--- config.mk ---
export PLATFORM = sky130hd
export DESIGN_NAME = usb_otg_regfront
export DESIGN_NICKNAME = d
export VERILOG_FILES = /design/src/rtl/usb_otg_pkg.sv /design/src/rtl/otg_addr_decode.sv /design/src/rtl/otg_wrap_regs.sv /design/src/rtl/usb_otg_regfront.sv
export SDC_FILE = /design/constraint.sdc
export NUM_CORES = 1
export LEC_CHECK = 0
export ABC_AREA = 1
export BUFFER_PORTS_ARGS = -buffer_cell sky130_fd_sc_hd__buf_2
export CAP_MARGIN = 15
export CELL_PAD_IN_SITES_DETAIL_PLACEMENT = 0
export CELL_PAD_IN_SITES_GLOBAL_PLACEMENT = 1
export CORE_ASPECT_RATIO = 0.9
export CORE_MARGIN = 2
export CORE_UTILIZATION = 25
export DETAILED_ROUTE_END_ITERATION = 10
export GPL_ROUTABILITY_DRIVEN = 0
export PLACE_DENSITY = 0.86
export SLEW_MARGIN = 20
export SYNTH_ARGS = -nofsm -noshare
export SYNTH_HDL_FRONTEND = slang
export SYNTH_HIERARCHICAL = 1
export SYNTH_SLANG_ARGS = --single-unit
--- constraint.sdc ---
create_clock -name clk -period 3.5 [get_ports clk]
set_input_delay 0.525 -clock clk [delete_from_list [all_inputs] [get_ports clk]]
set_output_delay 0.525 -clock clk [all_outputs]
set_load 0.02 [all_outputs]
--- src/rtl/usb_otg_pkg.sv ---
package usb_otg_pkg;
  localparam int BUS_AW   = 12;
  localparam int CORE_AW  = 9;
  localparam int DATA_W   = 32;
  localparam int IDX_W    = 3;
  localparam int NUM_REGS = 6;

  localparam logic [1:0] SZ_BYTE = 2'd0;
  localparam logic [1:0] SZ_HALF = 2'd1;
  localparam logic [1:0] SZ_WORD = 2'd2;

  localparam logic [IDX_W-1:0] IX_REV  = 3'd0;
  localparam logic [IDX_W-1:0] IX_CFG  = 3'd1;
  localparam logic [IDX_W-1:0] IX_STAT = 3'd2;
  localparam logic [IDX_W-1:0] IX_IFS  = 3'd3;
  localparam logic [IDX_W-1:0] IX_SIM  = 3'd4;
  localparam logic [IDX_W-1:0] IX_STBY = 3'd5;

  localparam logic [DATA_W-1:0] CFG_KEEP = 32'h0000_301D;
  localparam logic [DATA_W-1:0] STAT_VAL = 32'h0000_0001;

  typedef enum logic [1:0] {RG_DIRECT, RG_REMAP, RG_LOCAL} region_e;

  function automatic region_e region_of(input logic [BUS_AW-1:0] a);
    if (a[BUS_AW-1:BUS_AW-2] != 2'b00) return RG_LOCAL;
    if (a[BUS_AW-3]) return RG_REMAP;
    return RG_DIRECT;
  endfunction

  // 0x20 + ((a >> 3) & 0x3C): keeps offset bits [8:5] as a word index
  function automatic logic [CORE_AW-1:0] remap_off(input logic [BUS_AW-1:0] a);
    logic [CORE_AW-1:0] shifted;
    shifted = CORE_AW'(a >> 3);
    return CORE_AW'(9'h020) + (shifted & CORE_AW'(9'h03C));
  endfunction

  function automatic logic ro_index(input logic [IDX_W-1:0] ix);
    return (ix == IX_REV) || (ix == IX_STAT);
  endfunction
endpackage

--- src/rtl/otg_addr_decode.sv ---
module otg_addr_decode
  import usb_otg_pkg::*;
(
  input  logic [BUS_AW-1:0] addr,
  output region_e           region,
  output logic              reg_hit,
  output logic [IDX_W-1:0]  reg_idx
);
  localparam logic [BUS_AW-6:0] BANK_TAG = 7'h20;

  always_comb begin
    region  = region_of(addr);
    reg_idx = addr[IDX_W+1:2];
    reg_hit = (addr[BUS_AW-1:5] == BANK_TAG) && (addr[1:0] == 2'b00) &&
              (int'(reg_idx) < NUM_REGS);
  end
endmodule

--- src/rtl/otg_wrap_regs.sv ---
module otg_wrap_regs
  import usb_otg_pkg::*;
(
  input  logic              clk,
  input  logic              rst_n,
  input  logic              wr_en,
  input  logic [IDX_W-1:0]  wr_idx,
  input  logic [DATA_W-1:0] wr_data,
  output logic [DATA_W-1:0] cfg_q,
  output logic [1:0]        ifsel_q,
  output logic              sim_q,
  output logic              stdby_q,
  output logic              soft_rst_evt
);
  assign soft_rst_evt = wr_en && (wr_idx == IX_CFG) && wr_data[1];

  always_ff @(posedge clk or negedge rst_n) begin
    if (!rst_n) begin
      cfg_q   <= '0;
      ifsel_q <= '0;
      sim_q   <= 1'b0;
      stdby_q <= 1'b0;
    end else if (wr_en) begin
      unique case (wr_idx)
        IX_CFG: begin
          cfg_q <= wr_data & CFG_KEEP;
          if (wr_data[1]) begin
            ifsel_q <= '0;
            sim_q   <= 1'b0;
            stdby_q <= 1'b0;
          end
        end
        IX_IFS:  ifsel_q <= wr_data[1:0];
        IX_SIM:  sim_q   <= wr_data[0];
        IX_STBY: stdby_q <= wr_data[0];
        default: ;
      endcase
    end
  end
endmodule

--- src/rtl/usb_otg_regfront.sv ---
module usb_otg_regfront
  import usb_otg_pkg::*;
#(
  parameter logic [31:0] REV_VALUE = 32'h0000_0033
) (
  input  logic               clk,
  input  logic               rst_n,
  input  logic               bus_sel,
  input  logic               bus_wr,
  input  logic [1:0]         bus_size,
  input  logic [BUS_AW-1:0]  bus_addr,
  input  logic [DATA_W-1:0]  bus_wdata,
  output logic [DATA_W-1:0]  bus_rdata,
  output logic               bus_err,
  output logic               core_sel,
  output logic               core_wr,
  output logic [1:0]         core_size,
  output logic [CORE_AW-1:0] core_addr,
  output logic [DATA_W-1:0]  core_wdata,
  input  logic [DATA_W-1:0]  core_rdata,
  input  logic               core_irq,
  output logic               ctl_irq
);
  region_e           region;
  logic              reg_hit;
  logic [IDX_W-1:0]  reg_idx;
  logic              local_ok;
  logic              local_wr;
  logic              ro_wr_evt;
  logic              soft_rst_evt;
  logic [DATA_W-1:0] cfg_q;
  logic [1:0]        ifsel_q;
  logic              sim_q;
  logic              stdby_q;
  logic [DATA_W-1:0] local_rdata;

  otg_addr_decode u_dec (
    .addr    (bus_addr),
    .region  (region),
    .reg_hit (reg_hit),
    .reg_idx (reg_idx)
  );

  assign local_ok  = bus_sel && (region == RG_LOCAL) && reg_hit && (bus_size == SZ_WORD);
  assign ro_wr_evt = local_ok && bus_wr && ro_index(reg_idx);
  assign local_wr  = local_ok && bus_wr && !ro_index(reg_idx);

  otg_wrap_regs u_regs (
    .clk          (clk),
    .rst_n        (rst_n),
    .wr_en        (local_wr),
    .wr_idx       (reg_idx),
    .wr_data      (bus_wdata),
    .cfg_q        (cfg_q),
    .ifsel_q      (ifsel_q),
    .sim_q        (sim_q),
    .stdby_q      (stdby_q),
    .soft_rst_evt (soft_rst_evt)
  );

  always_comb begin
    unique case (reg_idx)
      IX_REV:  local_rdata = REV_VALUE;
      IX_CFG:  local_rdata = cfg_q;
      IX_STAT: local_rdata = STAT_VAL;
      IX_IFS:  local_rdata = {30'b0, ifsel_q};
      IX_SIM:  local_rdata = {31'b0, sim_q};
      IX_STBY: local_rdata = {31'b0, stdby_q};
      default: local_rdata = '0;
    endcase
  end

  assign core_sel   = bus_sel && (region != RG_LOCAL);
  assign core_wr    = bus_wr;
  assign core_size  = bus_size;
  assign core_wdata = bus_wdata;
  assign core_addr  = (region == RG_REMAP) ? remap_off(bus_addr) : bus_addr[CORE_AW-1:0];

  assign bus_err = bus_sel && (region == RG_LOCAL) && (!local_ok || ro_wr_evt);

  always_comb begin
    if (!bus_sel)            bus_rdata = '0;
    else if (core_sel)       bus_rdata = core_rdata;
    else if (local_ok)       bus_rdata = local_rdata;
    else                     bus_rdata = '0;
  end

  assign ctl_irq = core_irq;
endmodule

Yosys cells after proc, flatten, opt, wreduce, memory -nomap -nowiden
Index checks and enable logic that the tools add are counted.
{ "totals": {"register_bits": 10, "latchBits": 0, "mem_bits_rw": 0, "romBits": 0, "input_bits": 83, "output_inout_bits": 79, "word_cells": 58, "mem_count": 0} }
{ "classes": {"n_addsub": 1, "mul": 0, "div_mod_pow": 0, "n_lt_le_gt_ge": 1, "eq_ne": 11, "shifts": 0, "muxes": 17, "bitwise_logic": 0, "n_reduce_logical": 24} }
{ "op_table": {"columns": ["operator", "count"], "rows": [
  ["$mux 32", 3],
  ["$pmux 14 s6", 1],
  ["$logic_and 1x1->1", 10],
  ["$mux 2", 5],
  ["$mux 9", 1],
  ["$reduce_and 3->1", 3],
  ["$reduce_bool 2->1", 4],
  ["$add 6x6->7 const A", 1],
  ["$eq 7x6->1 const B", 1],
  ["$eq 3x2->1 const B", 2],
  ["$eq 3x3->1 const B", 2],
  ["$eq 2x2->1 const B", 2],
  ["$mux 1", 4],
  ["$ne 2x2->1 const B", 2],
  ["$pmux 1 s2", 2],
  ["$pmux 2 s2", 1],
  ["$eq 3x1->1 const B", 1],
  ["$logic_not 3->1", 1],
  ["$lt 3x3->1 const B", 1],
  ["$eq 2x1->1 const B", 1],
  ["$logic_not 1->1", 2],
  ["$logic_not 2->1", 1],
  ["$logic_or 1x1->1", 2],
  ["$reduce_and 2->1", 1]
]} }

Depth between registers and ports, before layout
Gate-level depths: netlist of run 1.
{ "logic_depth": {"ltp_word": 13, "depth_mapped": 15, "ltp_nobuf": 14} }

Hierarchy
Netlist of run 1, hierarchy kept.
{ "by_module_without_submodules": {"columns": ["mod", "instances", "cells_each", "area_per_inst_um2", "seq_area_each_um2"], "rows": [
  ["usb_otg_regfront", 1, 196, 979.7, 0.0],
  ["otg_wrap_regs", 1, 84, 703.2, 250.2],
  ["otg_addr_decode", 1, 23, 105.1, 0.0]
]} }

Worst setup path before layout of run 1
Ideal clock, no wire load.
{ "synth_timing": {"path_type": "input -> output", "startpoint": "in bus_addr[11]", "endpoint": "out core_addr[2]", "t_arrival_ns": 1.704, "required_ns": 2.975, "setup_slack_ns": 1.271, "cell_stages": 6, "n_path_buf": 0, "path_cell_list": "or2_4 > nor2_2 > inv_1 > nor2_2 > inv_1 > o21ai_0"} }
{ "synth_between": {"elab_chain_cells": 5} }
{ "synth_lines": {"columns": ["element", "line", "rtl"], "rows": [
  ["start, declared", "usb_otg_regfront.sv:11", "input logic [BUS_AW-1:0] bus_addr,"],
  ["$reduce_bool 2->1", "usb_otg_pkg.sv:25", "if (a[BUS_AW-1:BUS_AW-2] != 2'b00) return RG_LOCAL;"],
  ["$mux 1", "usb_otg_pkg.sv:25", null],
  ["$mux 2", "usb_otg_pkg.sv:26", "if (a[BUS_AW-3]) return RG_REMAP;"],
  ["named net region[0]", "usb_otg_regfront.sv:24", "region_e region;"],
  ["$eq 2x1->1", "usb_otg_regfront.sv:77", "assign core_addr = (region == RG_REMAP) ? remap_off(bus_addr) : bus_addr[CORE_AW-1:0];"],
  ["$mux 9", "usb_otg_regfront.sv:77", null],
  ["end, declared", "usb_otg_regfront.sv:18", "output logic [CORE_AW-1:0] core_addr,"]
]} }
The timed path passes the listed nets, and every way through them passes these cells.

Final worst setup path of run 1
{ "layout_timing": {"startpoint": "in bus_addr[4]", "endpoint": "out bus_rdata[12]"} }
{ "layout_between": {"elab_chain_cells": 7, "elab_cells_between_ends": 14, "classes_between": "1 x order compare; 5 x eq/ne; 4 x mux; 4 x reduce/logical"} }
{ "layout_lines": {"columns": ["element", "line", "rtl"], "rows": [
  ["$lt 3x3->1", "otg_addr_decode.sv:15", "(int'(reg_idx) < NUM_REGS);"],
  ["$logic_and 1x1->1", "otg_addr_decode.sv:14", "reg_hit = (addr[BUS_AW-1:5] == BANK_TAG) && (addr[1:0] == 2'b00) &&"],
  ["named net reg_hit", "usb_otg_regfront.sv:25", "logic reg_hit;"],
  ["$logic_and 1x1->1 (2 in a row)", "usb_otg_regfront.sv:44", "assign local_ok = bus_sel && (region == RG_LOCAL) && reg_hit && (bus_size == SZ_WORD);"],
  ["$mux 32", "usb_otg_regfront.sv:84", "else if (local_ok) bus_rdata = local_rdata;"],
  ["$mux 32", "usb_otg_regfront.sv:83", "else if (core_sel) bus_rdata = core_rdata;"],
  ["$mux 32", "usb_otg_regfront.sv:82", "if (!bus_sel) bus_rdata = '0;"],
  ["end, declared", "usb_otg_regfront.sv:13", "output logic [DATA_W-1:0] bus_rdata,"]
]} }
The timed path passes the listed nets, and every way through them passes these cells.

==> flow_summary.json, run 1 <==
{
  "pwr-share-seq": 0.276,
  "drc": 0,
  "cts_tree": "yes",
  "syn_area_per_cell_um2": 5.91,
  "cts_resized": 0,
  "rows": 29,
  "slowest_delay_ns": 0.29,
  "clk_pin_slew_ns": 0.05,
  "path_cells": "buf_2 > nand2_1 > inv_1 > nor2_1 > nand2_1 > nor2_1 > inv_1 > nor2_1 > nand2_1 > nor2_2 > buf_4 > nand3_1 > nand2_1 > buf_2",
  "ant_nets": 0,
  "cap_violations": 0,
  "multiInputGateArea_um2": 941,
  "fin_skew_ns": 0,
  "status": "complete, no violations",
  "fp.dieW_um": 93.1,
  "cp.arrival_ns": 2.01,
  "pwr-share-comb": 0.380,
  "holdBufCountCts": 0,
  "p_total_mw": 0.420,
  "n_fill_cell": 790,
  "rr_startpoint": "u_regs/cfg_q[0]$_DFFE_PN0P_",
  "worst-r2r-cell-count": 2,
  "nets": 453,
  "worstPathBufferInverterCount": 5,
  "holdCritPathClass": "in2async",
  "rsz0062_at_grt": "false",
  "portBuffers": 109,
  "finalSetupViolations": 0,
  "grt_pass1_wl_um": 6760,
  "grt_pass1_vias": 1669,
  "routed_via_density": 3.91,
  "clk-insertion-delay-late_ns": 0.24,
  "whs_ns": 0.140,
  "cts_made_buffers": 3,
  "dr_total_vias": 1807,
  "clock-sinks": 10,
  "worst_pin_slew_ns": 0.530,
  "wl_per_cell_um": 9.20,
  "netlist_area_um2": 1780,
  "path_class": "in2out",
  "power_density_nw_per_um2": 204,
  "synth_warnings": 6,
  "root_buffer": "clkbuf_8",
  "max_freq_mhz": 395,
  "vdd_ir_drop_max_v": 0.000127,
  "die_y_um": 84.1,
  "fin_setup_tns_ns": 0,
  "synth_cells": 302,
  "cp-end-kind": "primary output",
  "rr_endpoint": "u_regs/cfg_q[0]$_DFFE_PN0P_",
  "fp.dieArea_um2": 7830,
  "grt_max_degree": 34,
  "cp_slowest_cell": "buf_4",
  "maxSlewHeadroom": 0.646,
  "htreeDepth": 1,
  "p_leak_nw": 1.34,
  "final_hold_viol_count": 0,
  "clockBufferDepth": 2,
  "clockPowerShare": 0.344,
  "cts_setup_buffers": 0,
  "ff_latch_area_um2": 250,
  "slew_violations": 0,
  "grt_antenna_before_repair": 0,
  "p_int_mw": 0.273,
  "core-area_um2": 6970,
  "r2r_slack_ns": 2.85,
  "grt_overflow_total": 0,
  "grt_use_total": 0.104,
  "dr.pass1.iters": 4,
  "cp_data_required_time_ns": 2.97,
  "cp-start-kind": "input port",
  "dp_hpwl_um": 3500,
  "p_switching_mw": 0.147,
  "drive_gt1_frac": 0.358,
  "finalCoreUtilization": 0.296,
  "initial_utilization": 0.256,
  "ios": 162,
  "wl_um": 4250,
  "diodes": 0,
  "switching_share": 0.349,
  "fin_crit_sh": 0.724,
  "area_growth_pct": 15.6,
  "drt_first_iter_violations": 40,
  "cp_top_family": "simple AND/OR/NAND/NOR gates",
  "path_common_cell": "nand2_1",
  "path_max_fanout": 32,
  "period_needed_ns": 2.53
}
## how the worst max path moves through the flow
stage	startpoint	to	cells after the start
floorplan	bus_addr[11]	core_addr[2]	6
finish	bus_addr[4]	bus_rdata[12]	14
detailed placement	bus_addr[4]	u_regs/cfg_q[0]$_DFFE_PN0P_	16
global placement	bus_addr[4]	u_regs/cfg_q[3]$_DFFE_PN0P_	16
CTS	bus_addr[4]	bus_rdata[12]	14
global route	bus_addr[4]	bus_rdata[12]	14
## registers in the layout, summed over array words and instances (netlist names)
signal,count
u_regs/cfg_q,6
u_regs/ifsel_q,2
u_regs/sim_q,1
u_regs/stdby_q,1
## cells in the final DEF (no fill, tap or decap), drive strengths merged
master,n
nand2,98
dfrtp,10
inv,33
conb,26
nand4,2
o21ai,13
nor2,20
o21bai,1
a21oi,4
nand3,41
clkbuf,4
o211ai,2
buf,113
or2,1
nor3,1
## power by group through the flow
stage / sequential, mW / combinational, mW / clock, mW
after floorplan: 0.118 / 0.166 / 0
after global placement: 0.118 / 0.159 / 0
after detailed placement: 0.118 / 0.160 / 0
after CTS: 0.116 / 0.161 / 0.149
after global routing: 0.116 / 0.177 / 0.156
final: 0.116 / 0.159 / 0.144
## metal layers
| layer | vias to the layer above | global-route usage | routed length [µm] |
|---|---|---|---|
| li1 | 978 | - | - |
| met3 | 3 | 0.0162 | 276 |
| met5 | - | 0 | 0 |
| met4 | 0 | 0.0307 | 31 |
| met1 | 770 | 0.113 | 1830 |
| met2 | 56 | 0.205 | 2110 |
## stage by stage
step	area [µm²]	worst slack, ns	instances
final	2060	0.967	462
after global routing	2060	0.735	462
after CTS	2060	0.930	462
after detailed placement	2010	0.830	458
after global placement	2010	0.934	458
after floorplan	1880	1.27	327
## layout make-up
| type | count | share of cell area |
|---|---|---|
| inverters | 33 | 0.0601 |
| repair buffers | 113 | 0.279 |
| multi-input cells | 209 | 0.456 |
| clock buffers | 4 | 0.0267 |
| flip-flops and latches | 10 | 0.121 |
| well taps | 93 | 0.0564 |
Power figures use the tool's default switching activity.
==> run 2, diff against run 1 <==
- CORE_UTILIZATION: 25 -> 23
- PLACE_DENSITY: 0.86 -> 0.8
- clock period: 3.5 -> 2.42 ns (I/O delays scaled with it)
==> run 2 against run 1 <==
Effect of this change: final area is 3.3% higher; register-to-register slack worse by 1.1 ns; clock power is 41% higher; sequential cell count stayed put; worst hold slack better by 0.24 ns; critical path depth stayed put; setup slack worse by 0.64 ns; critical path type unchanged.
==> flow_summary.json, run 2 (synthesis results as in run 1) <==
{
  "status": "complete, no violations",
  "rows": 30,
  "reg_top3": "u_regs/cfg_q (6), u_regs/ifsel_q (2)",
  "die_y_um": 87.6,
  "p_leak_nw": 1.37,
  "cts_made_buffers": 3,
  "initial_utilization": 0.236,
  "cp.arrival_ns": 1.73,
  "drc": 0,
  "core-area_um2": 7540,
  "largest_reg_flops": 6,
  "ios": 162,
  "power_density_nw_per_um2": 286,
  "grt_max_degree": 34,
  "grt_overflow_total": 0,
  "drt_first_iter_violations": 76,
  "path_cells": "buf_2 > inv_1 > nand2_1 > nor2_1 > nand2_1 > nor2_1 > inv_1 > nor2_1 > nand2_1 > nor2_2 > buf_12 > nand3_1 > nand2_1 > buf_2",
  "slew_violations": 0,
  "switching_share": 0.342,
  "max_freq_mhz": 477,
  "final_common_cell": "buf_2",
  "dpl-instance-area_um2": 2070,
  "cp-end-kind": "primary output",
  "cp_top_family": "simple AND/OR/NAND/NOR gates",
  "root_buffer": "clkbuf_8",
  "layout_setup_ws_ns": 0.325,
  "n_fill_cell": 863,
  "nets": 458,
  "clockBufferDepth": 2,
  "cp-start-kind": "input port",
  "regMostFlops": "u_regs/cfg_q",
  "cap_violations": 0,
  "period_needed_ns": 2.10,
  "wl_per_cell_um": 9.18,
  "rsz0062_at_grt": "false",
  "grt_pass1_wl_um": 6970,
  "slowest_delay_ns": 0.20,
  "dr.pass1.iters": 6,
  "final_hold_viol_count": 0,
  "design_area_um2": 2130,
  "path_max_fanout": 30,
  "grt_pass1_vias": 1583,
  "drive_gt1_frac": 0.364,
  "fin_skew_ns": 0,
  "htreeDepth": 1,
  "clock-sinks": 10,
  "vdd_ir_drop_max_v": 0.000205,
  "p_int_mw": 0.401,
  "fp.dieArea_um2": 8480,
  "fin_crit_sh": 0.866,
  "dp_hpwl_um": 3560,
  "fin_setup_tns_ns": 0,
  "wl_um": 4310,
  "clk-insertion-delay-late_ns": 0.23,
  "cp_data_required_time_ns": 2.06,
  "area_growth_pct": 19.4,
  "path_class": "in2out",
  "path_common_cell": "nand2_1",
  "worstPathBufferInverterCount": 5,
  "most-common-layout-cells": "buf_2 (109), nand2_1 (98), nand3_1 (40)",
  "grt_use_total": 0.0961,
  "p_total_mw": 0.609,
  "pwr-share-seq": 0.275,
  "portBuffers": 109,
  "clockPowerShare": 0.333,
  "holdCritPathClass": "in2reg",
  "dr_total_vias": 1805,
  "ant_nets": 0,
  "pwr-share-comb": 0.391,
  "cts_tree": "yes",
  "cts_setup_buffers": 0,
  "routed_via_density": 3.84,
  "diodes": 0,
  "cp_slowest_cell": "buf_12",
  "p_switching_mw": 0.208,
  "place_worst_setup_slack_ns": 0.324,
  "finalSetupViolations": 0,
  "clk_pin_slew_ns": 0.05,
  "fp.dieW_um": 96.8,
  "grt_antenna_before_repair": 0
}
-- run 2: cell count changes in the layout (fill, tap and decap cells not counted) --
cell	previous run	this run
buf_4	4	6
buf_12	0	2
dlygate4sd3_1	0	1
-- run 2: power by group through the flow --
| stage | combinational, mW | clock, mW | sequential (mW) |
|---|---|---|---|
| after floorplan | 0.240 | 0 | 0.170 |
| after global placement | 0.238 | 0 | 0.170 |
| after detailed placement | 0.239 | 0 | 0.170 |
| after CTS | 0.241 | 0.207 | 0.168 |
| after global routing | 0.265 | 0.217 | 0.167 |
| final | 0.238 | 0.203 | 0.168 |
-- run 2: repair_timing --
action | 4_1_cts | 5_1_grt
gates resized for setup | 0 | 0
hold endpoints to repair | 10 | 0
hold buffers | 1 | 0
-- run 2: path summary, 6_finish.rpt --
check	from	to	slack (ns)	cells past startpoint
max	bus_addr[5]	bus_rdata[12]	0.32	14
min	bus_wdata[3]	u_regs/cfg_q[3]$_DFFE_PN0P_	0.38	3
max reg2reg	u_regs/cfg_q[4]$_DFFE_PN0P_	u_regs/cfg_q[4]$_DFFE_PN0P_	1.76	2
min reg2reg	u_regs/ifsel_q[0]$_DFFE_PN0P_	u_regs/ifsel_q[0]$_DFFE_PN0P_	0.47	2
max in group asynchronous	rst_n	u_regs/cfg_q[12]$_DFFE_PN0P_	1.70	2
min in group asynchronous	rst_n	u_regs/cfg_q[3]$_DFFE_PN0P_	0.52	2
-- run 2: tightest hold or removal path: stages --
cell     delay (ns)
buf_2          0.10
inv_1          0.06
o21ai_2        0.05
-- run 2: layer usage --
layer / track usage / share of wire / vias up
met1: 0.127 / 0.47 / 749
met2: 0.166 / 0.47 / 53
met3: 0.0136 / 0.044 / 6
met4: 0.0282 / 0.014 / 0
li1: - / - / 997
met5: 0 / 0 / -
-- run 2: area by class of cell --
class                           count  area [µm²]  area share
Sequential cell                    10         250       0.117
Tap cell                           96         120      0.0564
Inverter                           33         124      0.0581
Clock buffer                        4        55.1      0.0258
Multi-Input combinational cell    209         941       0.442
Timing Repair Buffer              118         641       0.301
-- run 2: metrics by stage --
stage	hold WS, ns	cells	utilization
finish	0.385	470	0.282
CTS	0.385	470	0.282
global placement	0.234	465	0.274
detailed placement	0.236	465	0.274
global route	0.399	470	0.282
floorplan	0.0674	327	-
